[src/rtl/tof_pkg.sv]
package tof_pkg;

  typedef enum logic [1:0] {
    CMD_INV = 2'b00,
    CMD_SET = 2'b01,
    CMD_CLR = 2'b10,
    CMD_NOP = 2'b11
  } sw_cmd_e;

  localparam int CMD_W  = 2;
  localparam int RSVD_W = 2;

endpackage

[src/rtl/tof_ctrl_reg.sv]
module tof_ctrl_reg
  import tof_pkg::*;
#(
  parameter int NUM_EV = 4,
  localparam int REG_W = NUM_EV + CMD_W + RSVD_W
) (
  input  logic              clk,
  input  logic              rst,
  input  logic              wr_en,
  input  logic [REG_W-1:0]  wr_data,
  output sw_cmd_e           cmd,
  output logic [NUM_EV-1:0] en_q,
  output logic [REG_W-1:0]  rd_data
);

  localparam int EN_LSB = CMD_W;
  localparam int EN_MSB = CMD_W + NUM_EV - 1;

  logic unused_rsvd;
  assign unused_rsvd = ^wr_data[REG_W-1:EN_MSB+1];

  // the command exists only during the write cycle; otherwise no action
  always_comb begin
    cmd = CMD_NOP;
    if (wr_en) cmd = sw_cmd_e'(wr_data[CMD_W-1:0]);
  end

  always_ff @(posedge clk) begin
    if (rst)        en_q <= '0;
    else if (wr_en) en_q <= wr_data[EN_MSB:EN_LSB];
  end

  assign rd_data = {{RSVD_W{1'b1}}, en_q, {CMD_W{1'b1}}};

  a_r2_enables_follow_write : assert property (@(posedge clk) disable iff (rst)
    wr_en |=> (en_q == $past(wr_data[EN_MSB:EN_LSB])));

  a_r2_enables_hold : assert property (@(posedge clk) disable iff (rst)
    !wr_en |=> $stable(en_q));

endmodule

[src/rtl/tof_evt_parity.sv]
module tof_evt_parity #(
  parameter int NUM_EV = 4
) (
  input  logic [NUM_EV-1:0] ev,
  input  logic [NUM_EV-1:0] en,
  output logic              flip
);

  logic [NUM_EV:0] chain;
  assign chain[0] = 1'b0;

  for (genvar i = 0; i < NUM_EV; i++) begin : g_src
    assign chain[i+1] = chain[i] ^ (ev[i] & en[i]);
  end

  assign flip = chain[NUM_EV];

endmodule

[src/rtl/tof_ff_core.sv]
module tof_ff_core
  import tof_pkg::*;
(
  input  logic    clk,
  input  logic    rst,
  input  sw_cmd_e cmd,
  input  logic    ev_flip,
  output logic    q
);

  logic nxt;

  always_comb begin
    unique case (cmd)
      CMD_SET: nxt = 1'b1;
      CMD_CLR: nxt = 1'b0;
      CMD_INV: nxt = ~(q ^ ev_flip);
      default: nxt = q ^ ev_flip;
    endcase
  end

  always_ff @(posedge clk) begin
    if (rst) q <= 1'b0;
    else     q <= nxt;
  end

  a_r3_set_wins : assert property (@(posedge clk) disable iff (rst)
    (cmd == CMD_SET) |=> q);

  a_r4_clear_wins : assert property (@(posedge clk) disable iff (rst)
    (cmd == CMD_CLR) |=> !q);

endmodule

[src/rtl/tmr_outff_ctrl.sv]
module tmr_outff_ctrl
  import tof_pkg::*;
#(
  parameter int NUM_EV = 4,
  localparam int REG_W = NUM_EV + CMD_W + RSVD_W
) (
  input  logic              clk,
  input  logic              rst,
  input  logic              wr_en,
  input  logic [REG_W-1:0]  wr_data,
  input  logic [NUM_EV-1:0] ev_strobe,
  output logic [REG_W-1:0]  rd_data,
  output logic              ff_out
);

  sw_cmd_e           cmd;
  logic [NUM_EV-1:0] en_q;
  logic              ev_flip;

  tof_ctrl_reg #(.NUM_EV(NUM_EV)) u_reg (
    .clk     (clk),
    .rst     (rst),
    .wr_en   (wr_en),
    .wr_data (wr_data),
    .cmd     (cmd),
    .en_q    (en_q),
    .rd_data (rd_data)
  );

  tof_evt_parity #(.NUM_EV(NUM_EV)) u_par (
    .ev   (ev_strobe),
    .en   (en_q),
    .flip (ev_flip)
  );

  tof_ff_core u_ff (
    .clk     (clk),
    .rst     (rst),
    .cmd     (cmd),
    .ev_flip (ev_flip),
    .q       (ff_out)
  );

  // no-action write with no enabled strobe keeps the level
  a_r6_nop_keeps : assert property (@(posedge clk) disable iff (rst)
    (wr_en && wr_data[1:0] == 2'b11 && (ev_strobe & rd_data[CMD_W+NUM_EV-1:CMD_W]) == '0)
    |=> $stable(ff_out));

  // without a write, the level changes by the parity of strobes gated by the held enables
  a_r8_event_parity : assert property (@(posedge clk) disable iff (rst)
    !wr_en |=> (ff_out == ($past(ff_out) ^ $past(^(ev_strobe & rd_data[CMD_W+NUM_EV-1:CMD_W])))));

  // invert command with no enabled strobe flips the level
  a_r5_sw_invert : assert property (@(posedge clk) disable iff (rst)
    (wr_en && wr_data[1:0] == 2'b00 && (ev_strobe & rd_data[CMD_W+NUM_EV-1:CMD_W]) == '0)
    |=> (ff_out != $past(ff_out)));

  a_r2_fixed_fields : assert property (@(posedge clk) disable iff (rst)
    wr_en |=> (rd_data[1:0] == 2'b11 && rd_data[REG_W-1:REG_W-2] == 2'b11));

endmodule

[config.mk]
export PLATFORM = sky130hd
export DESIGN_NAME = tmr_outff_ctrl
export DESIGN_NICKNAME = d
export VERILOG_FILES = /design/src/rtl/tof_pkg.sv /design/src/rtl/tof_ctrl_reg.sv /design/src/rtl/tof_evt_parity.sv /design/src/rtl/tof_ff_core.sv /design/src/rtl/tmr_outff_ctrl.sv
export SDC_FILE = /design/constraint.sdc
export NUM_CORES = 1
export LEC_CHECK = 0
export ABC_AREA = 1
export BUFFER_PORTS_ARGS = -buffer_cell sky130_fd_sc_hd__clkbuf_2
export CAP_MARGIN = 20
export CORE_AREA = 5 5 42 44
export DETAILED_ROUTE_END_ITERATION = 10
export DIE_AREA = 0 0 47 49
export GPL_ROUTABILITY_DRIVEN = 0
export PLACE_DENSITY = 0.57
export SLEW_MARGIN = 10
export SYNTH_ARGS = -nofsm -noshare
export SYNTH_HDL_FRONTEND = slang
export SYNTH_SLANG_ARGS = --single-unit
[constraint.sdc]
create_clock -name clk -period 1.33 [get_ports clk]
set_input_delay 0.0665 -clock clk [delete_from_list [all_inputs] [get_ports clk]]
set_output_delay 0.0665 -clock clk [all_outputs]
set_load 0.03 [all_outputs]
==> summary.txt, run 1 <==
Outcome
  • Status: completed

Final layout
  • Most common cell after layout, fill and taps aside: clkbuf_2
  • Layout cells sized above 1: 37.3%
  • ANT cells: 0
  • Synthesis-to-layout area growth: 37.2%
  • Leading cell types in the layout, fill and taps excluded: clkbuf_2 (17), nor2_1 (11), nand2_1 (8)
  • Nets: 83
  • Final Core Density: 29.6%
  • Post-route cell area: 415 um^2
  • Non-Filler Instances: 83

Drt
  • Final wirelength: 762 um
  • DRC viols: 0
  • First-pass iteration count of the detailed router: 4
  • Post-DR vias/cell: 4.28
  • Post-route ant nets: 0
  • Total number of vias: approximately 360
  • Initial DRC Count: 5
  • WL per Instance: 9.18 um

Synth
  • Post-synth cell types: 13
  • Cells after Synth: 47
  • Yosys warns: 0
  • Synth top area share: 33.1%
  • Synth Area per Inst: approximately 6.4 um^2
  • Post-Syn Area: 303 um^2
  • Leading area contributor after synthesis: dfxtp_1
  • Top area cells in the synthesized netlist: dfxtp_1 (33%), nor2_1 (14%), nand3_1 (9.9%)
  • Post-synthesis sequential area ratio: 33.1%
  • Seq cells post-synth: 5

Timing
  • Max-slew violation count: 0
  • Min cycle time layout: 1100 ps
  • Hold Fails Final Rpt: 0
  • Setup_tns: 0 ps
  • Achievable frequency: 910 MHz
  • Worst Skew: 0.360 ps
  • Final worst path period share: 82.6%
  • Setup Viol. Count Final: 0
  • RSZ-0062 raised after global routing: false

Hold path
  • Hold Path Class: in -> reg

Clocking
  • CTS H-tree depth: 1
  • Clock Latency Late Sink: 240 ps
  • CTS sink count: 5
  • Post-CTS sizing: 0
  • Post-CTS Setup Inserts: 0
  • Inserted Clock Buffers: 3
  • Clock slew at the register clock pins of the worst setup and hold paths: 40 ps
  • Hold Buf Count CTS: 0
  • CTS tree: yes
  • CTS root buffer: clkbuf_4
  • Clock buffer depth: 2

Global route
  • Largest net degree at the start of global routing: 7
  • Vias in the first global route: 285
  • GRT Total Usage: 6.98%
  • GRT overflow: 0
  • Initial antenna violation count: 0
  • First-pass GRT wire length: 1110 um

Pwr
  • Pwr per Cell Area: 1140 nW/um^2
  • Peak supply drop: 0.438 mV
  • Total power: 0.472 mW
  • Leak Pwr: 0.226 nW

Critical path
  • Critical path's top delay family: flip-flops
  • WS Path Type: reg -> reg
  • Setup crit end kind: flop
  • CP Data Arrival Time: 1230 ps
  • Worst path max stage delay: 370 ps
  • Worst setup SP type: flop
  • Slowest cell on crit path: dfxtp_1
  • CP max FO: 4
  • Critical Path, Cell by Cell: nand2_1, xnor2_1, nand2_1, nand2_1, nand2_2, a21oi_1, nor2_1
  • Req. time, crit path: 1460 ps
  • CP bufs+invs: 0
  • CP dominant cell by count: nand2_1

Placed design
  • Input/output buffers: 17
  • Placed cells: 79
  • Post-DP HPWL: 647 um
  • Placed inst area: slightly below 400 um^2

Floorplanning
  • Die Y: 49 um
  • Chip Width: 47 um
  • Die area: 2300 um^2
  • Placeable Area: 1400 um^2
  • Initial cell density of the core: 21.6%
  • I/O pins: 24
  • Site row count: 14

Run
  • Max-Cap Viols: 0
==> final timing paths <==
| check | start | end | slack (ps) | cells after the start |
|---|---|---|---|---|
| max | u_reg.en_q[0]$_SDFFE_PP0P_ | u_ff.q$_SDFF_PP0_ | 230 | 7 |
| min reg2reg | u_reg.en_q[0]$_SDFFE_PP0P_ | u_reg.en_q[0]$_SDFFE_PP0P_ | 560 | 2 |
| min | wr_data[5] | u_reg.en_q[3]$_SDFFE_PP0P_ | 50 | 3 |
| max reg2reg | u_reg.en_q[0]$_SDFFE_PP0P_ | u_ff.q$_SDFF_PP0_ | 230 | 7 |
==> layer usage <==
layer / track usage, % / share of wire [%] / vias up
met4: 5.53 / 0.52 / 0
met2: 9.50 / 47 / 17
met5: 0 / 0 / -
li1: - / - / 182
met1: 7.93 / 41 / 154
met3: 3.32 / 11 / 2
==> cell usage after synthesis <==
cell,count
inv_1,1
o21ai_0,4
nand2_2,2
inv_2,2
nand3_2,1
dfxtp_1,5
nand3_1,6
nor2_1,11
buf_4,4
nand2_1,8
conb_1,1
a21oi_1,1
xnor2_1,1
==> flip-flops by register name, summed over array words and instances, names as in the netlist <==
register and flops:
u_ff.q 1, u_reg.en_q 4
==> where the power goes <==
| group | leakage, nW | total, mW | internal (mW) | switching [mW] |
|---|---|---|---|---|
| sequential | 0.0416 | 0.175 | 0.163 | 0.0119 |
| combinational | 0.169 | 0.125 | 0.0419 | 0.0828 |
| clock | 0.0150 | 0.172 | 0.113 | 0.0588 |
==> worst reg2reg max path, cell delays in order (launching register included) <==
cell and delay, ps:
dfxtp_1 370, nand2_1 100, xnor2_1 140, nand2_1 80
nand2_1 80, nand2_2 60, a21oi_1 120, nor2_1 50
==> layout make-up <==
| class | instances | area, um^2 |
|---|---|---|
| fill | 172 | 986 |
| multi-input combinational | 38 | 173 |
| sequential | 5 | 100 |
| timing repair buffer | 17 | 85.1 |
| clock buffer | 4 | 26.3 |
| tap | 16 | 20.0 |
| inverter | 3 | 11.3 |
==> through the flow <==
step | worst slack [ps] | hold WS (ps)
floorplan | 61.4 | 201
global placement | 224 | 289
detailed placement | 229 | 296
CTS | 222 | 47.4
global route | 86.3 | 54.8
finish | 231 | 52.6
==> cell families after synthesis <==
logic type             after synthesis  share of synthesized area [%]
buffers and inverters                7                           13.6
AND/OR/NAND/NOR                     28                           40.9
AO/OA/AOI/OAI                        5                           8.26
XOR/XNOR                             1                           2.89
other                                1                           1.24
flip-flops                           5                           33.1
(Power assumes the default switching activity.)
==> run 2: changes to the inputs <==
Clock period 1.33 ns to 1.05 ns, I/O delays scaled along.
==> summary.txt, run 2 (same netlist as run 1, synthesis figures left out) <==
Timing
  • Hold slack final: 35.5 ps (-17.0 ps)
  • RSZ-0062 raised after global routing: true
  • Setup Viol. Count Final: 1 (+1)
  • Setup ws final: -11.6 ps (-243 ps)
  • Final worst path period share: 101% (+19 points)
  • Hold Fails Final Rpt: 0 (unchanged)
  • Worst Skew: 1.36 ps (+0.998 ps)
  • Setup_tns: -11.6 ps (-11.6 ps)
  • Max-slew violation count: 0 (unchanged)
  • Min cycle time layout: 1060 ps (-36.9 ps)
  • Achievable frequency: 942 MHz (+3.5%)

Floorplanning
  • Chip Width: 47 um (unchanged)
  • I/O pins: 24 (unchanged)
  • Die area: 2300 um^2 (unchanged)
  • Site row count: 14 (unchanged)
  • Placeable Area: 1400 um^2 (unchanged)
  • Die Y: 49 um (unchanged)
  • Initial cell density of the core: 21.6% (unchanged)

Critical path
  • CP max FO: 3 (-1)
  • Setup crit end kind: flop
  • Slowest cell on crit path: dfxtp_4
  • Worst setup SP type: flop
  • End of the worst register-to-register path: u_ff.q$_SDFF_PP0_
  • R2R cell count: 8 (+1)
  • Req. time, crit path: 1180 ps (-280 ps)
  • Worst path max stage delay: 350 ps (-20 ps)
  • CP Data Arrival Time: 1190 ps (-40 ps)
  • CP dominant cell by count: nand2_2
  • R2r setup slk: -10 ps (-240 ps)
  • WS Path Type: reg -> reg
  • Beginning of the worst register-to-register path: u_reg.en_q[0]$_SDFFE_PP0P_
  • Critical Path, Cell by Cell: nand2_4, nand3_1, nand2_1, nand3_2, nand2_2, nand2_2, a21oi_2, nor2_1

Placed design
  • Placed cells: 80 (+1.3%)
  • Input/output buffers: 17 (unchanged)
  • Setup WS pre-CTS: -12.3 ps (-242 ps)
  • Post-DP HPWL: 674 um (+4.3%)

Pwr
  • Peak supply drop: 0.516 mV (+18%)
  • Leak Pwr: 0.257 nW (+14%)
  • Pwr per Cell Area: 1300 nW/um^2 (+15%)

Drt
  • Final wirelength: 821 um (+7.7%)
  • WL per Instance: 9.66 um (+5.2%)
  • Post-route ant nets: 0 (unchanged)
  • Initial DRC Count: 10 (+5)
  • First-pass iteration count of the detailed router: 4 (unchanged)
  • Post-DR vias/cell: 4.09 (-4.3%)
  • Total number of vias: 348 (-2.0%)
  • DRC viols: 0 (unchanged)

Global route
  • GRT Total Usage: 7.75% (+0.77 points)
  • GRT overflow: 0 (unchanged)
  • Initial antenna violation count: 0 (unchanged)
  • Vias in the first global route: 328 (+15%)
  • Largest net degree at the start of global routing: 7 (unchanged)
  • First-pass GRT wire length: 1290 um (+16%)

Final layout
  • Final Core Density: 34.2% (+4.6 points)
  • ANT cells: 0 (unchanged)
  • Most common cell after layout, fill and taps aside: clkbuf_2
  • Layout cells sized above 1: 55.1% (+18 points)
  • Top flop regs: u_reg.en_q: 4 flops, u_ff.q: 1 flops
  • Non-Filler Instances: 85 (+2.4%)
  • Leading cell types in the layout, fill and taps excluded: clkbuf_2 (17), nor2_1 (11), nand2_1 (5)
  • Synthesis-to-layout area growth: 58.3%
  • Largest reg by FF count: u_reg.en_q
  • Nets: 85 (+2.4%)
  • Number of flip-flops in the largest register: 4 (unchanged)

Clocking
  • CTS tree: yes
  • Inserted Clock Buffers: 3 (unchanged)
  • Clock Latency Late Sink: 240 ps (about the same)
  • Clock buffer depth: 2 (unchanged)
  • CTS root buffer: clkbuf_4
  • Clock slew at the register clock pins of the worst setup and hold paths: 40 ps (about the same)
  • Hold Buf Count CTS: 0 (unchanged)
  • CTS H-tree depth: 1 (unchanged)
  • CTS sink count: 5 (unchanged)

Hold path
  • Hold path start: wr_data[4]
  • End of the worst hold path: u_reg.en_q[2]$_SDFFE_PP0P_
  • Hold Path Class: in -> reg
  • WHS Path Cells: 3 (unchanged)

Outcome
  • Failing checks: negative setup slack
  • Status: finished, violations left

Run
  • Max-Cap Viols: 0 (unchanged)
[run 2: power breakdown]
group | leakage [nW] | switching [mW] | internal (mW) | total (mW)
Clock | 0.0150 | 0.0739 | 0.143 | 0.217
Sequential | 0.0440 | 0.0150 | 0.204 | 0.219
Combinational | 0.198 | 0.119 | 0.0679 | 0.187
[run 2: layout make-up]
type	count	area (um^2)
fill	163	922
sequential	5	115
timing repair buffer	19	100
tap	16	20.0
multi-input combinational	38	206
clock buffer	4	26.3
inverter	3	11.3
[run 2: repair_timing]
| action | 4_1_cts | 5_1_grt |
|---|---|---|
| endpoints found under the setup margin | 1 | 1 |
| pin swaps | 0 | 3 |
| setup buffers | 0 | 1 |
| gates resized for setup | 0 | 6 |
| endpoints found under the hold margin | 0 | 0 |
[run 2: worst max-delay path by stage]
stage                     slack (ps)                       start           endpoint
after floorplan                  -30  u_reg.en_q[2]$_SDFFE_PP0P_  u_ff.q$_SDFF_PP0_
after global placement            10  u_reg.en_q[2]$_SDFFE_PP0P_  u_ff.q$_SDFF_PP0_
after detailed placement         -10  u_reg.en_q[2]$_SDFFE_PP0P_  u_ff.q$_SDFF_PP0_
after CTS                        -30  u_reg.en_q[2]$_SDFFE_PP0P_  u_ff.q$_SDFF_PP0_
after global routing             -90  u_reg.en_q[0]$_SDFFE_PP0P_  u_ff.q$_SDFF_PP0_
final                            -10  u_reg.en_q[0]$_SDFFE_PP0P_  u_ff.q$_SDFF_PP0_
[run 2: critical path, delay by kind of cell, from the launching register on]
kind	cells	cell delay (ps)
simple gates	7	490
compound gates	1	110
flops	1	350
[run 2: per-stage QoR]
stage	cell area, um^2	total power [mW]
final	479	0.624
after global routing	479	0.671
after CTS	444	0.622
after detailed placement	418	0.392
after global placement	418	0.388
after floorplan	335	0.346
[run 2: metal layers]
metal	vias to the layer above	track usage, %	share of wire, %
li1	184	-	-
met1	148	9.67	41
met2	16	10.2	45
met3	0	4.43	14
met4	0	4.15	0
met5	-	0	0
